$ cat src/rtl/hwlock_pkg.sv
package hwlock_pkg;

  // Widest lock index supported (256 locks).
  localparam int MAX_IDX_W = 8;

  // Strobes passed from the decode control to the flag datapath.
  typedef struct packed {
    logic                 rdLock;   // test-and-set read of an implemented lock
    logic                 wrFree;   // release write (zero data) to an implemented lock
    logic                 rdStatus; // read of the lock-count status word
    logic                 rdHole;   // read of an unimplemented slot in the lock window
    logic [MAX_IDX_W-1:0] lockIdx;  // addressed lock number
  } hwlockStrb_t;

  // Status word: lock count / 32 placed at bit 24.
  function automatic logic [31:0] statusWord(input int lockCount);
    logic [31:0] v;
    v = 32'(lockCount / 32);
    return v << 24;
  endfunction

endpackage

$ cat src/rtl/hwlock_ctrl.sv
module hwlock_ctrl
  import hwlock_pkg::*;
#(
  parameter int ADDR_W      = 12,
  parameter int LOCK_COUNT  = 32,
  parameter int LOCK_BASE   = 'h800,
  parameter int STATUS_ADDR = 'h14
) (
  input  logic [ADDR_W-1:0] busAddr,
  input  logic              busRead,
  input  logic              busWrite,
  input  logic [31:0]       busWdata,
  output hwlockStrb_t       strb
);

  localparam int WORD_W       = ADDR_W - 2;
  localparam int WINDOW_WORDS = 256;
  localparam logic [WORD_W-1:0] BASE_WORD   = WORD_W'(LOCK_BASE / 4);
  localparam logic [WORD_W-1:0] STATUS_WORD = WORD_W'(STATUS_ADDR / 4);
  localparam logic [WORD_W:0]   WIN_LIMIT   = (WORD_W+1)'(WINDOW_WORDS);
  localparam logic [WORD_W:0]   LOCK_LIMIT  = (WORD_W+1)'(LOCK_COUNT);

  logic [WORD_W-1:0] wordAddr;
  logic [WORD_W-1:0] offWord;
  logic              inWindow;
  logic              implemented;
  logic              zeroData;

  always_comb begin
    wordAddr    = busAddr[ADDR_W-1:2];
    offWord     = wordAddr - BASE_WORD;
    inWindow    = (wordAddr >= BASE_WORD) && ({1'b0, offWord} < WIN_LIMIT);
    implemented = inWindow && ({1'b0, offWord} < LOCK_LIMIT);
    zeroData    = (busWdata == 32'd0);

    strb.rdLock   = busRead && implemented;
    strb.rdHole   = busRead && inWindow && !implemented;
    strb.rdStatus = busRead && (wordAddr == STATUS_WORD);
    // A read in the same cycle wins; the write is dropped.
    strb.wrFree   = busWrite && !busRead && implemented && zeroData;
    strb.lockIdx  = offWord[MAX_IDX_W-1:0];
  end

endmodule

$ cat src/rtl/hwlock_datapath.sv
module hwlock_datapath
  import hwlock_pkg::*;
#(
  parameter int LOCK_COUNT = 32
) (
  input  logic        clk,
  input  logic        rst_n,
  input  hwlockStrb_t strb,
  output logic [31:0] busRdata
);

  localparam int IDX_W = $clog2(LOCK_COUNT);
  localparam logic [31:0] STATUS_VALUE = statusWord(LOCK_COUNT);

  logic [LOCK_COUNT-1:0] flags;
  logic [LOCK_COUNT-1:0] hitSet;
  logic [LOCK_COUNT-1:0] hitClr;
  logic [IDX_W-1:0]      idx;
  logic                  selFlag;

  assign idx     = strb.lockIdx[IDX_W-1:0];
  assign selFlag = flags[idx];

  // Per-lock one-hot decode of set and clear strobes.
  for (genvar g = 0; g < LOCK_COUNT; g++) begin : g_lock
    assign hitSet[g] = strb.rdLock && (idx == IDX_W'(g));
    assign hitClr[g] = strb.wrFree && (idx == IDX_W'(g));
  end

  always_ff @(posedge clk or negedge rst_n) begin
    if (!rst_n) begin
      flags <= '0;
    end else begin
      flags <= (flags | hitSet) & ~hitClr;
    end
  end

  // Read data returns the pre-set flag on the same edge that sets it.
  always_ff @(posedge clk or negedge rst_n) begin
    if (!rst_n) begin
      busRdata <= '0;
    end else if (strb.rdLock) begin
      busRdata <= {31'd0, selFlag};
    end else if (strb.rdHole) begin
      busRdata <= 32'd1;
    end else if (strb.rdStatus) begin
      busRdata <= STATUS_VALUE;
    end else begin
      busRdata <= '0;
    end
  end

endmodule

$ cat src/rtl/hwlock_bank.sv
module hwlock_bank
  import hwlock_pkg::*;
#(
  parameter int ADDR_W     = 12,
  parameter int LOCK_COUNT = 32
) (
  input  logic              clk,
  input  logic              rst_n,
  input  logic [ADDR_W-1:0] busAddr,
  input  logic              busRead,
  input  logic              busWrite,
  input  logic [31:0]       busWdata,
  output logic [31:0]       busRdata
);

  hwlockStrb_t strb;

  hwlock_ctrl #(
    .ADDR_W     (ADDR_W),
    .LOCK_COUNT (LOCK_COUNT),
    .LOCK_BASE  ('h800),
    .STATUS_ADDR('h14)
  ) u_ctrl (
    .busAddr (busAddr),
    .busRead (busRead),
    .busWrite(busWrite),
    .busWdata(busWdata),
    .strb    (strb)
  );

  hwlock_datapath #(
    .LOCK_COUNT(LOCK_COUNT)
  ) u_dp (
    .clk     (clk),
    .rst_n   (rst_n),
    .strb    (strb),
    .busRdata(busRdata)
  );

endmodule

$ cat config.mk
export PLATFORM = sky130hd
export DESIGN_NAME = hwlock_bank
export DESIGN_NICKNAME = d
export VERILOG_FILES = /design/src/rtl/hwlock_pkg.sv /design/src/rtl/hwlock_ctrl.sv /design/src/rtl/hwlock_datapath.sv /design/src/rtl/hwlock_bank.sv
export SDC_FILE = /design/constraint.sdc
export NUM_CORES = 1
export LEC_CHECK = 0
export BUFFER_PORTS_ARGS = -buffer_cell sky130_fd_sc_hd__buf_4
export CAP_MARGIN = 20
export CORE_MARGIN = 10
export CORE_UTILIZATION = 40
export CTS_CLUSTER_SIZE = 20
export DETAILED_ROUTE_END_ITERATION = 8
export PLACE_DENSITY = 0.68
export SETUP_SLACK_MARGIN = 0.2
export SYNTH_ARGS = -nofsm -noshare
export SYNTH_HDL_FRONTEND = slang
export SYNTH_SLANG_ARGS = --single-unit
$ cat constraint.sdc
create_clock -name clk -period 2.9 [get_ports clk]
set_input_delay 0.145 -clock clk [delete_from_list [all_inputs] [get_ports clk]]
set_output_delay 0.145 -clock clk [all_outputs]
set_load 0.01 [all_outputs]
=== Yosys cells after proc, flatten, opt, wreduce, memory -nomap -nowiden ===
Index checks and enable logic that the tools add are counted.

* Reductions and logical operators: 77
* Multiplexer cells: 5
* Bitwise gates (word level): 3
* Eq/ne operators: 32
* Magnitude comparators: 4
* Add/sub/neg operators: 1

{| class="wikitable"
|+ Operators by type and width
! operator !! number
|-
| $eq A5 B5 Y1 const B || 16
|-
| $logic_and A1 B1 Y1 || 73
|-
| $mux W32 || 2
|-
| $eq A5 B4 Y1 const B || 8
|-
| $and A32 B32 Y32 || 1
|-
| $logic_not A32 Y1 || 1
|-
| $not A32 Y32 || 1
|-
| $or A32 B32 Y32 || 1
|-
| $mux W25 || 1
|-
| $eq A5 B3 Y1 const B || 4
|-
| $eq A10 B3 Y1 const B || 1
|-
| $eq A5 B2 Y1 const B || 2
|-
| $ge A10 B10 Y1 const B || 1
|-
| $lt A10 B6 Y1 const B || 1
|-
| $lt A10 B9 Y1 const B || 1
|-
| $sub A10 B10 Y10 const B || 1
|-
| $lt A5 B6 Y1 const B || 1
|-
| $bmux W1 S5 || 1
|-
| $eq A5 B1 Y1 const B || 1
|-
| $logic_not A5 Y1 || 1
|-
| $logic_not A1 Y1 || 2
|-
| $mux W1 || 1
|}

* Input port bits: 48
* Logic and storage cells: 124
* Output and inout port bits: 32
* Register bits after elaboration: 64

=== Logic depth before layout (Yosys ltp) ===
* Depth after elaboration: 9
* Depth in mapped cells: 6

=== Cells and area by module ===
Synthesis repeated with hierarchy kept, for this count alone.

* Cells, all modules: 223
* Area, all modules: 2135.8 um^2

{| class="wikitable"
|+ By module, submodules not included
! module !! sequential area each (um^2) !! cells an instance !! instances !! area each (um^2)
|-
| hwlock_datapath || 850.8 || 196 || 1 || 1928.1
|-
| hwlock_ctrl || 0.0 || 27 || 1 || 207.7
|}

=== Worst setup path after synthesis ===
OpenSTA, ideal clock, no wires.

* Path kind: register to register
* Start: register u_dp.flags[19]
* End: register u_dp.busRdata[0]
* Arrival time: 1473 ps
* Stages on the path, launching flop included: 5
* Setup time: 126 ps
* Path slack: 1301 ps
* Data required time: 2774 ps
* Path through: dfrtp_1 mux4_1 mux2_2 o311a_1 o311a_1

* Word-level cells in the longest chain between the ends: 3

{| class="wikitable"
|+ RTL lines
! what !! line !! source
|-
| start: declaration || hwlock_datapath.sv:15 || <nowiki>logic [LOCK_COUNT-1:0] flags;</nowiki>
|-
| start signal: assignment || hwlock_datapath.sv:34 || <nowiki>flags <= (flags | hitSet) & ~hitClr;</nowiki>
|-
| $bmux W1 S5 || hwlock_datapath.sv:22 || <nowiki>assign selFlag = flags[idx];</nowiki>
|-
| $mux W1 (implied by the code) || hwlock_datapath.sv:22 ||
|-
| $mux W32 || hwlock_datapath.sv:42 || <nowiki>end else if (strb.rdLock) begin</nowiki>
|-
| end signal: assignment || hwlock_datapath.sv:43 || <nowiki>busRdata <= {31'd0, selFlag};</nowiki>
|-
| end: declaration || hwlock_datapath.sv:9 || <nowiki>output logic [31:0] busRdata</nowiki>
|}

Every way passes these cells. The select of a mux whose other input is x is not followed.

=== Final worst setup path ===
Ends and elaborated chain as after synthesis.

==> flow_summary.ini <==
[status]
status = finished, final reports clean

[setup_path]
max_stage_delay_ns = 0.50
r2r_cells = 4
startpoint_type = flop
slowest_stage = mux4_1
required_ns = 3.07
rrSetupSlack_ns = 1.18
path_buf_inv = 0
crit_fanout = 2
critical_path.top_delay_family = multiplexers
critPathArrivalTime_ns = 1.88
reg2reg_to = u_dp.busRdata[0]$_DFF_PN0_
critical_path_class = reg2reg
cp_cell_sequence = mux4_1, mux2_2, o311a_1, o311a_1
reg2reg_from = u_dp.flags[19]$_DFF_PN0_
end_kind = flop
critPathMostFrequentCell = o311a_1

[timing]
finalWorstSetupSlack_ns = 1.18
finalCriticalPeriod_ns = 1.72
worst_pin_slew_ns = 0.573
fin_crit_sh = 0.591
holdWs_ns = 0.191
hold_viol_final = 0
finalSetupViolCount = 0
fin_setup_tns_ns = 0
relSlewSlack = 0.618
rsz0062_at_grt = no
fmax_mhz = 583
slew_violations = 0
finalClockSkew_ns = 0.00199

[power_and_ir_drop]
netSwitchingPower_uw = 247
pwr-share-seq = 0.512
p_total_uw = 963
pwr-share-clk = 0.339
combPwrFrac = 0.149
p_per_area_mw_per_mm2 = 401
peakVddDrop_mv = 0.322
switching_share = 0.256
intPower_uw = 716
power_leakage_nw = 1.16

[cells_and_area]
nets = 300
area_delta_synth_final_pct = 17.8
nFillCells = 459
n_antenna_cell = 0
final_layout_size_suffix_gt1_frac = 0.246

[route]
first_pass_iters = 4
routed_wirelength_microns = 5180
avgRoutedWirePerCell_microns = 16.2
drc = 0
via_count = 1632
drt-initial-drc-count = 133
postRouteAntennaNets = 0
via_per_inst = 5.12

[place]
routabilityCongestion = 0.792
numPortBuffers = 47
place_ws_ns = 1.09
place_hpwl_microns = 3870

[synthesis]
yosysTopAreaCell = dfrtp_1
synth.area.mux_share = 0.113
yosys_warnings = 0
synth_top_cell_area_share = 0.417
synth_cell_types = 28
synth_top_family_by_area = compound AO/OA/AOI/OAI gates
synth-xor-area-share = 0
synthAdderAreaFrac = 0
yosys_register_bits = 34
synth_compound_area_frac = 0.173
ys_top_cells_by_area = dfrtp_1 (42%), a21oi_1 (15%), buf_4 (12%)
seq_area_frac_synth = 0.417
synth.cell_area_sq_mm = 0.00204
synth-simple-area-share = 0.155
synth_cells = 207
postSynthAreaPerCell_sq_um = 9.86

[floorplan]
die_w_microns = 91.4
die-area_sq_mm = 0.00836
design.core.area_sq_mm = 0.00485
start_util = 0.421
die_h_microns = 91.4
io-pin-count = 80
rows = 25

[clocking]
clk_latency_ns = 0.29
cts.sinks = 34
postCtsHoldBufs = 1
cts_setup_buffers = 0
cts.repair.resized = 0
cts_root_buf = clkbuf_8
clkTransAtPathRegs_ns = 0.06
cts_tree = built
htreeDepth = 2
cts_buffer_depth = 2
numCtsBuffers = 5

[grt]
grt_pass1_wl_microns = 8710
antenna_found_initial = 0
grt_max_degree = 35
grt_overflow = 0
grt_usage = 0.125
grt_pass1_vias = 1683

[hold_path]
worstHoldEndpoint = u_dp.busRdata[24]$_DFF_PN0_
hp-start = busAddr[11]
hold_depth = 2
hold_path.class = in2reg

[job]
maxCapViolCount = 0
-- metal layers --
metal | global-route usage | vias to the layer above | wire (microns)
met1 | 0.155 | 756 | 2140
met5 | 0 | - | 0
met4 | 0.0431 | 0 | 72
li1 | - | 794 | -
met2 | 0.197 | 76 | 2390
met3 | 0.0436 | 6 | 579
-- sequential cells by signal, indices dropped and copies added, names as in the netlist --
name	count
u_dp.flags	32
u_dp.busRdata	2
-- stage by stage --
stage,utilization,std cells,instance area [sq um]
floorplan,-,236,2150
global placement,0.478,311,2320
detailed placement,0.478,311,2320
CTS,0.496,319,2400
global route,0.496,319,2400
finish,0.496,319,2400
-- cell usage after synthesis, drive strengths merged --
cell type  number
buf            35
a21oi          63
conb            1
o221ai          1
mux4            7
nor4           10
o311a           2
nor2           12
nand4           3
nor3           10
nand2           5
nor4b           1
nand2b          5
mux2i           2
a41oi           1
and4b           1
nand3           1
clkbuf          6
nor2b           1
inv             1
mux2            3
dfrtp          34
and4            2
-- layout make-up --
cell class                 count  area (sq um)  share of cell area
timing repair buffer          50           378               0.157
inverter                       1          3.75             0.00156
clock buffer                   7          76.3              0.0318
sequential                    34           851               0.354
multi-input combinational    160          1010               0.421
tap                           67          83.8              0.0349
-- cells in the final DEF, fill, tap and decap left out --
master,synthesis,routed
and4_1,2,2
clkbuf_8,0,5
mux2i_1,2,2
conb_1,1,30
dlygate4sd3_1,0,1
nand2b_1,5,5
nor4b_1,1,1
nor4_1,8,8
clkbuf_1,6,2
nor3_4,1,1
dfrtp_1,34,34
a21oi_1,63,63
nor3_1,9,9
o311a_1,2,2
mux4_2,2,2
nor4_4,2,2
o221ai_1,1,1
inv_1,1,1
and4b_1,1,1
buf_4,32,49
nor2_1,12,12
mux4_1,5,5
nor2b_1,1,1
nand2_1,5,5
a41oi_1,1,1
nand4_1,3,3
nand3_1,1,1
mux2_2,3,3
-- how the worst max path moves through the flow --
stage                                  start                         end  slack [ns]  cells past startpoint
floorplan           u_dp.flags[19]$_DFF_PN0_  u_dp.busRdata[0]$_DFF_PN0_        1.30                      4
global placement                  busAddr[3]  u_dp.busRdata[0]$_DFF_PN0_        1.11                      5
detailed placement                busAddr[3]  u_dp.busRdata[0]$_DFF_PN0_        1.09                      5
CTS                 u_dp.flags[19]$_DFF_PN0_  u_dp.busRdata[0]$_DFF_PN0_        1.17                      4
global route        u_dp.flags[19]$_DFF_PN0_  u_dp.busRdata[0]$_DFF_PN0_        1.13                      4
finish              u_dp.flags[19]$_DFF_PN0_  u_dp.busRdata[0]$_DFF_PN0_        1.18                      4
-- power groups by stage --
stage | registers, mW | clock network [mW] | logic [mW]
finish | 0.493 | 0.327 | 0.143
floorplan | 0.500 | 0 | 0.0993
detailed placement | 0.501 | 0 | 0.141
global route | 0.494 | 0.356 | 0.160
CTS | 0.493 | 0.333 | 0.142
global placement | 0.501 | 0 | 0.139
-- logic make-up (layout without fill, tap and decap cells) --
| logic type | after synthesis | after routing |
|---|---|---|
| other cells | 1 | 30 |
| flops | 34 | 34 |
| mux | 12 | 12 |
| compound gates | 67 | 67 |
| simple gates | 51 | 51 |
| buf+inv | 42 | 58 |
No activity file was read; power rests on OpenSTA's default activity.
